[config.mk]
export PLATFORM = sky130hd
export DESIGN_NAME = dtree_serial
export DESIGN_NICKNAME = d
export VERILOG_FILES = /design/src/rtl/dtree_pkg.sv /design/src/rtl/dtree_slice.sv /design/src/rtl/dtree_ctrl.sv /design/src/rtl/dtree_path.sv /design/src/rtl/dtree_serial.sv
export SDC_FILE = /design/constraint.sdc
export NUM_CORES = 1
export LEC_CHECK = 0
export ABC_AREA = 1
export CORE_MARGIN = 1
export CORE_UTILIZATION = 36
export DETAILED_ROUTE_END_ITERATION = 8
export DONT_BUFFER_PORTS = 1
export GPL_TIMING_DRIVEN = 0
export HOLD_SLACK_MARGIN = 0.06
export MAX_ROUTING_LAYER = met4
export PLACE_DENSITY_LB_ADDON = 0.08
export SYNTH_ARGS = -nofsm -noshare
export SYNTH_HDL_FRONTEND = slang
export SYNTH_SLANG_ARGS = --single-unit
[constraint.sdc]
create_clock -name clk -period 1.85 [get_ports clk]
set_input_delay 0.0925 -clock clk [delete_from_list [all_inputs] [get_ports clk]]
set_output_delay 0.0925 -clock clk [all_outputs]
set_load 0.03 [all_outputs]
[src/rtl/dtree_pkg.sv]
package dtree_pkg;
  // strobes from the sequencer to the datapath
  typedef struct packed {
    logic progShift;
    logic featShift;
  } shiftCtl_t;
endpackage

[src/rtl/dtree_slice.sv]
// One tree node: mode bit on top of a weight/label, shifted as one link of the model chain.
module dtree_slice #(
  parameter int DATA_W = 8
) (
  input  logic              clk,
  input  logic              rstN,
  input  logic              shiftEn,
  input  logic              bitIn,
  output logic              bitOut,
  output logic [DATA_W-1:0] weight
);
  logic [DATA_W:0] cfg;

  always_ff @(posedge clk or negedge rstN) begin
    if (!rstN)        cfg <= '0;
    else if (shiftEn) cfg <= {cfg[DATA_W-1:0], bitIn};
  end

  // top bit is the mode and also feeds the next slice toward the root
  assign bitOut = cfg[DATA_W];
  assign weight = cfg[DATA_W-1:0];
endmodule

[src/rtl/dtree_ctrl.sv]
module dtree_ctrl
  import dtree_pkg::*;
#(
  parameter int PROG_LEN = 63,
  parameter int FEAT_LEN = 24
) (
  input  logic      clk,
  input  logic      rstN,
  input  logic      phaseSel,
  input  logic      startPulse,
  output shiftCtl_t ctl,
  output logic      resultValid
);
  localparam int CNT_W = $clog2(PROG_LEN + 1);
  localparam logic [CNT_W-1:0] PROG_LAST = CNT_W'(PROG_LEN - 1);
  localparam logic [CNT_W-1:0] FEAT_LAST = CNT_W'(FEAT_LEN - 1);

  logic             busy;
  logic             isProg;
  logic [CNT_W-1:0] bitCnt;
  logic             lastBit;

  assign lastBit = isProg ? (bitCnt == PROG_LAST) : (bitCnt == FEAT_LAST);

  always_ff @(posedge clk or negedge rstN) begin
    if (!rstN) begin
      busy        <= 1'b0;
      isProg      <= 1'b0;
      bitCnt      <= '0;
      resultValid <= 1'b0;
    end else if (!busy) begin
      if (startPulse) begin
        busy        <= 1'b1;
        isProg      <= phaseSel;
        bitCnt      <= '0;
        resultValid <= 1'b0;
      end
    end else begin
      bitCnt <= bitCnt + 1'b1;
      if (lastBit) begin
        busy        <= 1'b0;
        resultValid <= !isProg;
      end
    end
  end

  assign ctl.progShift = busy && isProg;
  assign ctl.featShift = busy && !isProg;

  assert_one_phase_R2: assert property (@(posedge clk) disable iff (!rstN)
    $onehot0({ctl.progShift, ctl.featShift}));

  assert_cnt_bound_R2: assert property (@(posedge clk) disable iff (!rstN)
    busy |-> (bitCnt <= (isProg ? PROG_LAST : FEAT_LAST)));

  assert_start_ignored_R8: assert property (@(posedge clk) disable iff (!rstN)
    (busy && !lastBit) |=> (busy && $stable(isProg)));

  assert_valid_after_feat_R7: assert property (@(posedge clk) disable iff (!rstN)
    $rose(resultValid) |-> $past(ctl.featShift));

  assert_valid_hold_R7: assert property (@(posedge clk) disable iff (!rstN)
    (resultValid && !startPulse) |=> resultValid);
endmodule

[src/rtl/dtree_path.sv]
module dtree_path
  import dtree_pkg::*;
#(
  parameter int DATA_W = 8,
  parameter int LEVELS = 3
) (
  input  logic              clk,
  input  logic              rstN,
  input  logic              serialIn,
  input  shiftCtl_t         ctl,
  output logic [DATA_W-1:0] rootVal
);
  localparam int NODES = (1 << LEVELS) - 1;
  localparam int INNER = (1 << (LEVELS - 1)) - 1;

  logic [NODES-1:0]             chainBit;   // slice top bit = its mode
  logic [NODES-1:0][DATA_W-1:0] weightArr;
  logic [INNER-1:0][DATA_W-1:0] featArr;

  for (genvar s = 0; s < NODES; s++) begin : g_slice
    logic linkIn;
    if (s == NODES - 1) begin : g_tail
      assign linkIn = serialIn;
    end else begin : g_link
      assign linkIn = chainBit[s+1];
    end
    dtree_slice #(.DATA_W(DATA_W)) u_slice (
      .clk    (clk),
      .rstN   (rstN),
      .shiftEn(ctl.progShift),
      .bitIn  (linkIn),
      .bitOut (chainBit[s]),
      .weight (weightArr[s])
    );
  end

  for (genvar f = 0; f < INNER; f++) begin : g_feat
    logic featIn;
    if (f == INNER - 1) begin : g_tail
      assign featIn = serialIn;
    end else begin : g_link
      assign featIn = featArr[f+1][DATA_W-1];
    end
    always_ff @(posedge clk or negedge rstN) begin
      if (!rstN)              featArr[f] <= '0;
      else if (ctl.featShift) featArr[f] <= {featArr[f][DATA_W-2:0], featIn};
    end
  end

  // bottom-up select: a regular node passes its right child when feature >= weight
  always_comb begin
    logic [NODES-1:0][DATA_W-1:0] nodeVal;
    for (int i = NODES - 1; i >= INNER; i--) nodeVal[i] = weightArr[i];
    for (int i = INNER - 1; i >= 0; i--) begin
      if (!chainBit[i])                     nodeVal[i] = weightArr[i];
      else if (featArr[i] >= weightArr[i])  nodeVal[i] = nodeVal[2*i+2];
      else                                  nodeVal[i] = nodeVal[2*i+1];
    end
    rootVal = nodeVal[0];
  end

  assert_model_kept_R4: assert property (@(posedge clk) disable iff (!rstN)
    !ctl.progShift |=> ($stable(weightArr) && $stable(chainBit)));

  assert_feat_kept_R4: assert property (@(posedge clk) disable iff (!rstN)
    !ctl.featShift |=> $stable(featArr));

  assert_leaf_root_R6: assert property (@(posedge clk) disable iff (!rstN)
    !chainBit[0] |-> (rootVal == weightArr[0]));
endmodule

[src/rtl/dtree_serial.sv]
module dtree_serial
  import dtree_pkg::*;
#(
  parameter int DATA_W = 8,
  parameter int LEVELS = 3
) (
  input  logic              clk,
  input  logic              rstN,
  input  logic              serialIn,
  input  logic              phaseSel,
  input  logic              startPulse,
  output logic [DATA_W-1:0] result,
  output logic              resultValid
);
  localparam int NODES    = (1 << LEVELS) - 1;
  localparam int INNER    = (1 << (LEVELS - 1)) - 1;
  localparam int PROG_LEN = NODES * (DATA_W + 1);
  localparam int FEAT_LEN = INNER * DATA_W;

  shiftCtl_t ctl;

  dtree_ctrl #(.PROG_LEN(PROG_LEN), .FEAT_LEN(FEAT_LEN)) u_ctrl (
    .clk        (clk),
    .rstN       (rstN),
    .phaseSel   (phaseSel),
    .startPulse (startPulse),
    .ctl        (ctl),
    .resultValid(resultValid)
  );

  dtree_path #(.DATA_W(DATA_W), .LEVELS(LEVELS)) u_path (
    .clk     (clk),
    .rstN    (rstN),
    .serialIn(serialIn),
    .ctl     (ctl),
    .rootVal (result)
  );
endmodule

# [Word level (Yosys, flattened, before mapping)]
# Cells that the tools add are included.
[op_classes] n_addsub=1 magnitude_cmp=3 n_eq_ne=3 mux=15 bitwise_logic=1 n_reduce_logical=6
[ops] cell="8-bit two-way mux" n=6
[ops] cell="8-bit >= comparator" n=3
[ops] cell="6-bit two-way mux" n=2
[ops] cell="1-bit two-way mux" n=7
[ops] cell="6-bit by 1-bit adder with 6-bit output (second input constant)" n=1
[ops] cell="6-bit by 5-bit == test with 1-bit output (second input constant)" n=1
[ops] cell="6-bit == test (second input constant)" n=1
[ops] cell="2-bit AND reduction" n=2
[ops] cell="1-bit logical AND" n=2
[ops] cell="2-bit inequality test (second input constant)" n=1
[ops] cell="2-bit nonzero test" n=1
[ops] cell="1-bit logical NOT" n=1
[ops] cell="1-bit inverter" n=1
[word_totals] register_bits=96 input_bits=5 output_inout_bits=9

# [Logic depth before layout (Yosys ltp)]
# Gate-level depths: netlist of the first run.
[depth] ltp_word=5 mapped_depth=14 depth_no_buf=14

# [Modules after synthesis]
# Synthesis of the first run repeated with hierarchy kept, for this count alone.
[hier_totals] hier_cells=662 hier_area_um2=5123.7
[modules_own_cells] module="dtree_slice" n_inst=7 cells_per_inst=38 area_each_um2=341.6 seq_area_each_um2=225.2
[modules_own_cells] module="dtree_path" n_inst=1 cells_per_inst=330 area_each_um2=2213.4 seq_area_each_um2=600.6
[modules_own_cells] module="dtree_ctrl" n_inst=1 cells_per_inst=66 area_each_um2=519.2 seq_area_each_um2=225.2

# [Worst setup path after synthesis of the first run]
# OpenSTA, ideal clock, no wires.
[synth_path] path_type="reg-to-output" from="register u_path.g_slice[2].u_slice.cfg[7]" to="output result[0]" arrival_ps=1664 required_time_ps=1757 setup_slack_ps=93 stages_incl_launch_ff=11 n_path_buf=0 path_cell_list="dfrtp_1 inv_1 ha_1 a21o_1 nor2_4 nand3_4 nand2_1 nand3_1 nand3_1 nand3_1 nand2_1"
[synth_via] elab_chain_cells=5
[synth_lines] item="from (decl)" line_no="dtree_slice.sv:12" source="logic [DATA_W:0] cfg;"
[synth_lines] item="from (signal assigned)" line_no="dtree_slice.sv:16" source="else if (shiftEn) cfg <= {cfg[DATA_W-1:0], bitIn};"
[synth_lines] item="8-bit >= comparator" line_no="dtree_path.sv:56" source="else if (featArr[i] >= weightArr[i]) nodeVal[i] = nodeVal[2*i+2];"
[synth_lines] item="8-bit two-way mux" line_no="dtree_path.sv:56"
[synth_lines] item="8-bit two-way mux" line_no="dtree_path.sv:55" source="if (!chainBit[i]) nodeVal[i] = weightArr[i];"
[synth_lines] item="8-bit two-way mux" line_no="dtree_path.sv:56"
[synth_lines] item="8-bit two-way mux" line_no="dtree_path.sv:55"
[synth_lines] item="to (decl)" line_no="dtree_serial.sv:12" source="output logic [DATA_W-1:0] result,"
# Every way passes these cells.

# [Final worst setup path of the first run]
[layout_path] from="register u_path.g_slice[2].u_slice.cfg[6]" to="output result[6]"
[layout_via] elab_chain_cells=5
[layout_lines] item="8-bit >= comparator" line_no="dtree_path.sv:56"
[layout_lines] item="8-bit two-way mux" line_no="dtree_path.sv:56"
[layout_lines] item="8-bit two-way mux (*)" line_no="dtree_path.sv:55"
[layout_lines] item="8-bit two-way mux (*)" line_no="dtree_path.sv:56"
[layout_lines] item="8-bit two-way mux (*)" line_no="dtree_path.sv:55"
# Mark *: on every way between the ends. The rest lies on a longest branch, timed or not.

==> impl_metrics.toml, run 1 <==
[status]
status = "finished, violations left"
violations = "negative hold slack, negative setup slack"

[drt]
wl_met1_um = 6150
drtIter0Drc = 226
met3_length_um = 458
via_count = 3913
wl_per_cell_um = 15.6
drt.antenna.violating_nets = 0
viasPerCell = 4.95
dr_wl_met2_um = 5570
drc = 0
first_pass_iters = 4
finalWirelength_um = 12400
top_layer = "met4"

[setup_path]
endpoint_kind = "output pin"
crit_fanout = 8
startpoint_type = "flop"
crit_type = "flop to output pin"
cp.buffers_inverters = 2
critical-path-top-delay-family = "simple AND/OR/NAND/NOR gates"
crit_path_max_incr_delay_ps = 370
cp.required_ps = 1760
cpMaxStageDelayCell = "dfrtp_1"
arrival_ps = 2090
crit_chain = "inv_2, ha_4, nand2_4, nor2_4, buf_6, nand2_8, nand3_4, nand2_1, nand3_1, nand3_2, nand3_2, nand2_4"

[placed_design]
dp.cells = 732
port_buffers = 0
gp_congestion = 0.866
hpwl_um = 8250

[clock_tree]
htree_levels = 3
cts_tree = "done"
cts_buffer_depth = 2
hold_buffers = 3
clkTransAtPathRegs_ps = 70
numCtsBuffers = 9
clk_latency_ps = 350
clkSinkCount = 96
ctsRootBufferMaster = "clkbuf_16"

[global_route]
overflow = 0
antenna_found_initial = 0
grtUsageTotal = 0.197
grt_max_degree = 97
grt_pass1_vias = 3852
grt_pass1_wl_um = 20400

[logic_synthesis]
netlist_instances = 560
yosysWarnings = 0
ys_seq_elements = 96
yosysUniqueCellTypes = 30
netlist_area_mm2 = 0.00482
yosysSeqAreaShare = 0.498
synth_area_per_cell_um2 = 8.61
synth_fp_nets = 590

[floorplanning]
die_w_um = 118
num_rows = 41
ios = 14
start_util = 0.376
coreArea_mm2 = 0.0128
die_area_mm2 = 0.0139
die_h_um = 118

[timing]
setup_violations = 8
slew_headroom = 0.648
whs_ps = -564
tightest_slew_ps = 527
period_share = 1.18
rsz0062_at_grt = "yes"
min_period_ps = 2180
finClkSkew_ps = 4.62
max_freq_ghz = 0.458
fin_ws_ps = -331
slew_violations = 0
hold_viol = 96

[layout]
finalNetCount = 644
post-route-util = 0.491
stdcell_count = 791
final_common_cell = "nand2_1"
syn_to_final_growth_pct = 30.5
drive_above_1_share = 0.307
num_antenna_cells = 0
final_cell_mix = "109 x nand2_1, 94 x dfrtp_1, 62 x o21ai_0"

[min_path]
worstHoldPathType = "input port to async pin"

[run]
maxCapViolCount = 0
==> through the flow <==
step | TNS, ps | area [µm²] | worst slack (ps)
floorplan | 0 | 4820 | 93.4
global placement | -1520 | 5030 | -203
detailed placement | -1710 | 5030 | -230
CTS | -2810 | 6030 | -356
global route | -3460 | 6290 | -465
finish | -2570 | 6290 | -331
==> repair_timing <==
item                                   in CTS  in global routing
setup endpoints to repair                   8                  8
cloned                                      4                  0
gates resized for setup                    83                 42
buffers inserted                           28                  8
endpoints found under the hold margin     102                 96
pin swaps                                  46                 49
==> final timing paths <==
| path | cells past startpoint | end | from | slack [ps] |
|---|---|---|---|---|
| setup / recovery | 12 | result[6] | u_path.g_slice[2].u_slice.cfg[6] | -330 |
| hold / removal | 0 | u_path.g_slice[6].u_slice.cfg[2] | rstN | -560 |
| setup reg to reg | 5 | u_path.g_slice[0].u_slice.cfg[1] | u_ctrl.busy | 240 |
| hold reg to reg | 2 | u_path.g_slice[5].u_slice.cfg[8] | u_path.g_slice[5].u_slice.cfg[8] | 490 |
| max in group asynchronous | 0 | u_path.featArr[1] | rstN | 2270 |
| min in group clk | 2 | u_ctrl.isProg | startPulse | 70 |
==> sequential cells by signal, summed over array words and instances (netlist names) <==
register and flops:
u_path.g_slice.u_slice.cfg 63, u_path.featArr 24, u_ctrl.busy 1, u_ctrl.resultValid 1
u_ctrl.bitCnt 6, u_ctrl.isProg 1
==> cell type report <==
cell class                 count  area [µm²]
sequential                    96        2400
clock inverter                 4        53.8
buffer                        21         121
clock buffer                  12         246
inverter                      79         300
tap                          172         215
timing repair buffer          40         359
multi-input combinational    367        2590
fill                        1238        6530
==> Yosys cell counts, drive strengths merged <==
| cell | count | area, µm² |
|---|---|---|
| a22o | 1 | 8.76 |
| o31ai | 1 | 7.51 |
| o21a | 2 | 15.0 |
| clkinv | 2 | 7.51 |
| inv | 77 | 289 |
| nand2 | 141 | 549 |
| clkbuf | 11 | 52.5 |
| o21ai | 69 | 345 |
| buf | 10 | 65.1 |
| nand4 | 12 | 96.3 |
| nand3 | 57 | 310 |
| a21o | 1 | 7.51 |
| dfrtp | 96 | 2400 |
| a21oi | 23 | 115 |
| ha | 25 | 313 |
| nor2 | 19 | 88.8 |
| mux2 | 13 | 146 |
==> logic make-up (layout without fill, tap and decap cells) <==
kind of cell / after synthesis / count (layout) / share of synthesized area
compound gates: 97 / 97 / 0.104
fa+ha+maj: 25 / 25 / 0.0649
buf+inv: 100 / 156 / 0.0859
flops: 96 / 96 / 0.498
mux: 13 / 13 / 0.0304
simple gates: 229 / 232 / 0.217
==> layer usage <==
| layer | vias up | track usage |
|---|---|---|
| met5 | - | - |
| met4 | 0 | 0.0609 |
| met3 | 13 | 0.0451 |
| met2 | 59 | 0.286 |
| met1 | 1900 | 0.273 |
| li1 | 1941 | - |
Power of run 1 is not shown: default switching activity piles up to over one toggle a cycle in this logic, so the estimate is an artifact.
==> run 2: changes to the inputs <==
CELL_PAD_IN_SITES_DETAIL_PLACEMENT = 1   (was unset)
CELL_PAD_IN_SITES_GLOBAL_PLACEMENT = 1   (was unset)
CORE_UTILIZATION = 49   (was 36)
==> impl_metrics.toml, run 2 (synthesized netlist as in run 1, its figures left out) <==
[status]
status = "finished, violations left"
violations = "negative hold slack, negative setup slack"

[drt]
drtIter0Drc = 178
drt.antenna.violating_nets = 0
drc = 0
viasPerCell = 5.64
wl_per_cell_um = 20.2
finalWirelength_um = 15000
first_pass_iters = 5
via_count = 4182

[layout]
largest_reg_flops = 63
final_cell_mix = "109 x nand2_1, 95 x dfrtp_1, 62 x inv_1, 62 x o21ai_0, 35 x buf_4"
fillers = 1063
largest-register = "u_path.g_slice.u_slice.cfg"
num_antenna_cells = 0
syn_to_final_growth_pct = 26.3
reg_top3 = "u_path.g_slice.u_slice.cfg (63), u_path.featArr (24), u_ctrl.bitCnt (6)"
drive_above_1_share = 0.290
final_common_cell = "nand2_1"
finalNetCount = 639

[global_route]
grt_max_degree = 97
grt_pass1_vias = 4427
overflow = 0
grt_pass1_wl_um = 22600
grtUsageTotal = 0.302
antenna_found_initial = 0

[min_path]
worstHoldPathType = "input port to async pin"

[floorplanning]
num_rows = 35
coreArea_mm2 = 0.00937
die_h_um = 101
start_util = 0.514
ios = 14
die_w_um = 101
die_area_mm2 = 0.0102

[setup_path]
crit_type = "flop to output pin"
crit_fanout = 8
ff2ff_setup_slack_ps = 110
reg2reg_depth = 5
crit_chain = "inv_2, ha_4, nand2_1, nor2_4, nand4_4, nand3_4, nand2_2, nand3_2, nand3_1, nand3_2, nand2_4"
timing.rr.start = "u_ctrl.busy"
endpoint_kind = "output pin"
arrival_ps = 2250
crit_path_start = "u_path.g_slice[2].u_slice.cfg[5]"
reg2reg_to = "u_path.g_slice[1].u_slice.cfg[3]"
cp.required_ps = 1760
cpMaxStageDelayCell = "dfrtp_1"
startpoint_type = "flop"
crit_top_cell = "nand3_2"
crit_path_max_incr_delay_ps = 410
crit_path_end = "result[1]"

[clock_tree]
cts_buffer_depth = 2
clk_latency_ps = 370
htree_levels = 3
ctsRootBufferMaster = "clkbuf_8"
clkSinkCount = 96
cts_tree = "done"
numCtsBuffers = 9
clkTransAtPathRegs_ps = 100
hold_buffers = 3

[timing]
whs_ps = -603
finClkSkew_ps = 12.6
tightest_slew_ps = 561
hold_viol = 96
setup_violations = 8
period_share = 1.27
slew_violations = 0
rsz0062_at_grt = "yes"
slew_headroom = 0.626
max_freq_ghz = 0.427
fin_ws_ps = -492
min_period_ps = 2340

[run]
maxCapViolCount = 0

[placed_design]
gp_congestion = 0.934
hpwl_um = 9340
port_buffers = 0
dpl_worst_slack_ps = -320
run 2: changes by cell type in the layout (fill, tap and decap cells not counted), moves of 3 or more:
cell | previous run | this run
inv_2 | 16 | 13
clkbuf_8 | 2 | 10
clkbuf_16 | 9 | 0
nand3_1 | 19 | 23
buf_12 | 4 | 1
nand3_2 | 36 | 30
run 2: what timing repair did:
item,in CTS,in global routing
resized for setup,76,47
endpoints found under the setup margin,8,8
endpoints found under the hold margin,102,96
cloned,2,0
pin swaps,41,40
buffers inserted,20,13
run 2: per-layer routing:
layer | vias up | global-route usage | routed length (µm)
li1 | 1918 | - | -
met1 | 2138 | 0.356 | 6330
met2 | 80 | 0.518 | 7820
met3 | 46 | 0.0469 | 384
met4 | 0 | 0.118 | 482
met5 | - | - | 0
run 2: how the worst min path moves through the flow:
stage / slack, ps / depth (start not counted) / to
after floorplan: -200 / 0 / u_ctrl.bitCnt[0]
after global placement: -200 / 0 / u_path.g_slice[4].u_slice.cfg[2]
after detailed placement: -200 / 0 / u_path.g_slice[4].u_slice.cfg[3]
after CTS: -600 / 0 / u_path.g_slice[4].u_slice.cfg[3]
after global routing: -620 / 0 / u_path.g_slice[4].u_slice.cfg[3]
final: -600 / 0 / u_path.g_slice[4].u_slice.cfg[3]
run 2: cell type report:
| type | instances | area, µm² | share of cell area |
|---|---|---|---|
| Multi-Input combinational cell | 365 | 2590 | 0.425 |
| Sequential cell | 96 | 2400 | 0.395 |
| Timing Repair Buffer | 37 | 303 | 0.0497 |
| Inverter | 79 | 303 | 0.0497 |
| Tap cell | 129 | 161 | 0.0265 |
| Clock buffer | 10 | 128 | 0.0210 |
| Buffer | 21 | 121 | 0.0199 |
| Clock inverter | 5 | 81.3 | 0.0134 |
run 2: worst max-delay path, delay by kind of cell (launching register included):
family                     cells  cell delay (ps)
adders and majority gates      1              270
buffers and inverters          1               70
DFF                            1              410
and+or+nand+nor                9             1110
run 2: per-stage QoR:
stage / TNS, ps / util / hold slack, ps / instances / cell area, µm²
2_1_floorplan: 0 / - / -203 / 560 / 4820
3_3_place_gp: -2000 / 0.532 / -201 / 689 / 4980
3_5_place_dp: -2360 / 0.532 / -201 / 689 / 4980
4_1_cts: -3450 / 0.614 / -601 / 729 / 5760
5_1_grt: -4450 / 0.650 / -622 / 742 / 6090
6_report: -3770 / 0.650 / -603 / 742 / 6090
Power of run 2 is left out for the same reason.
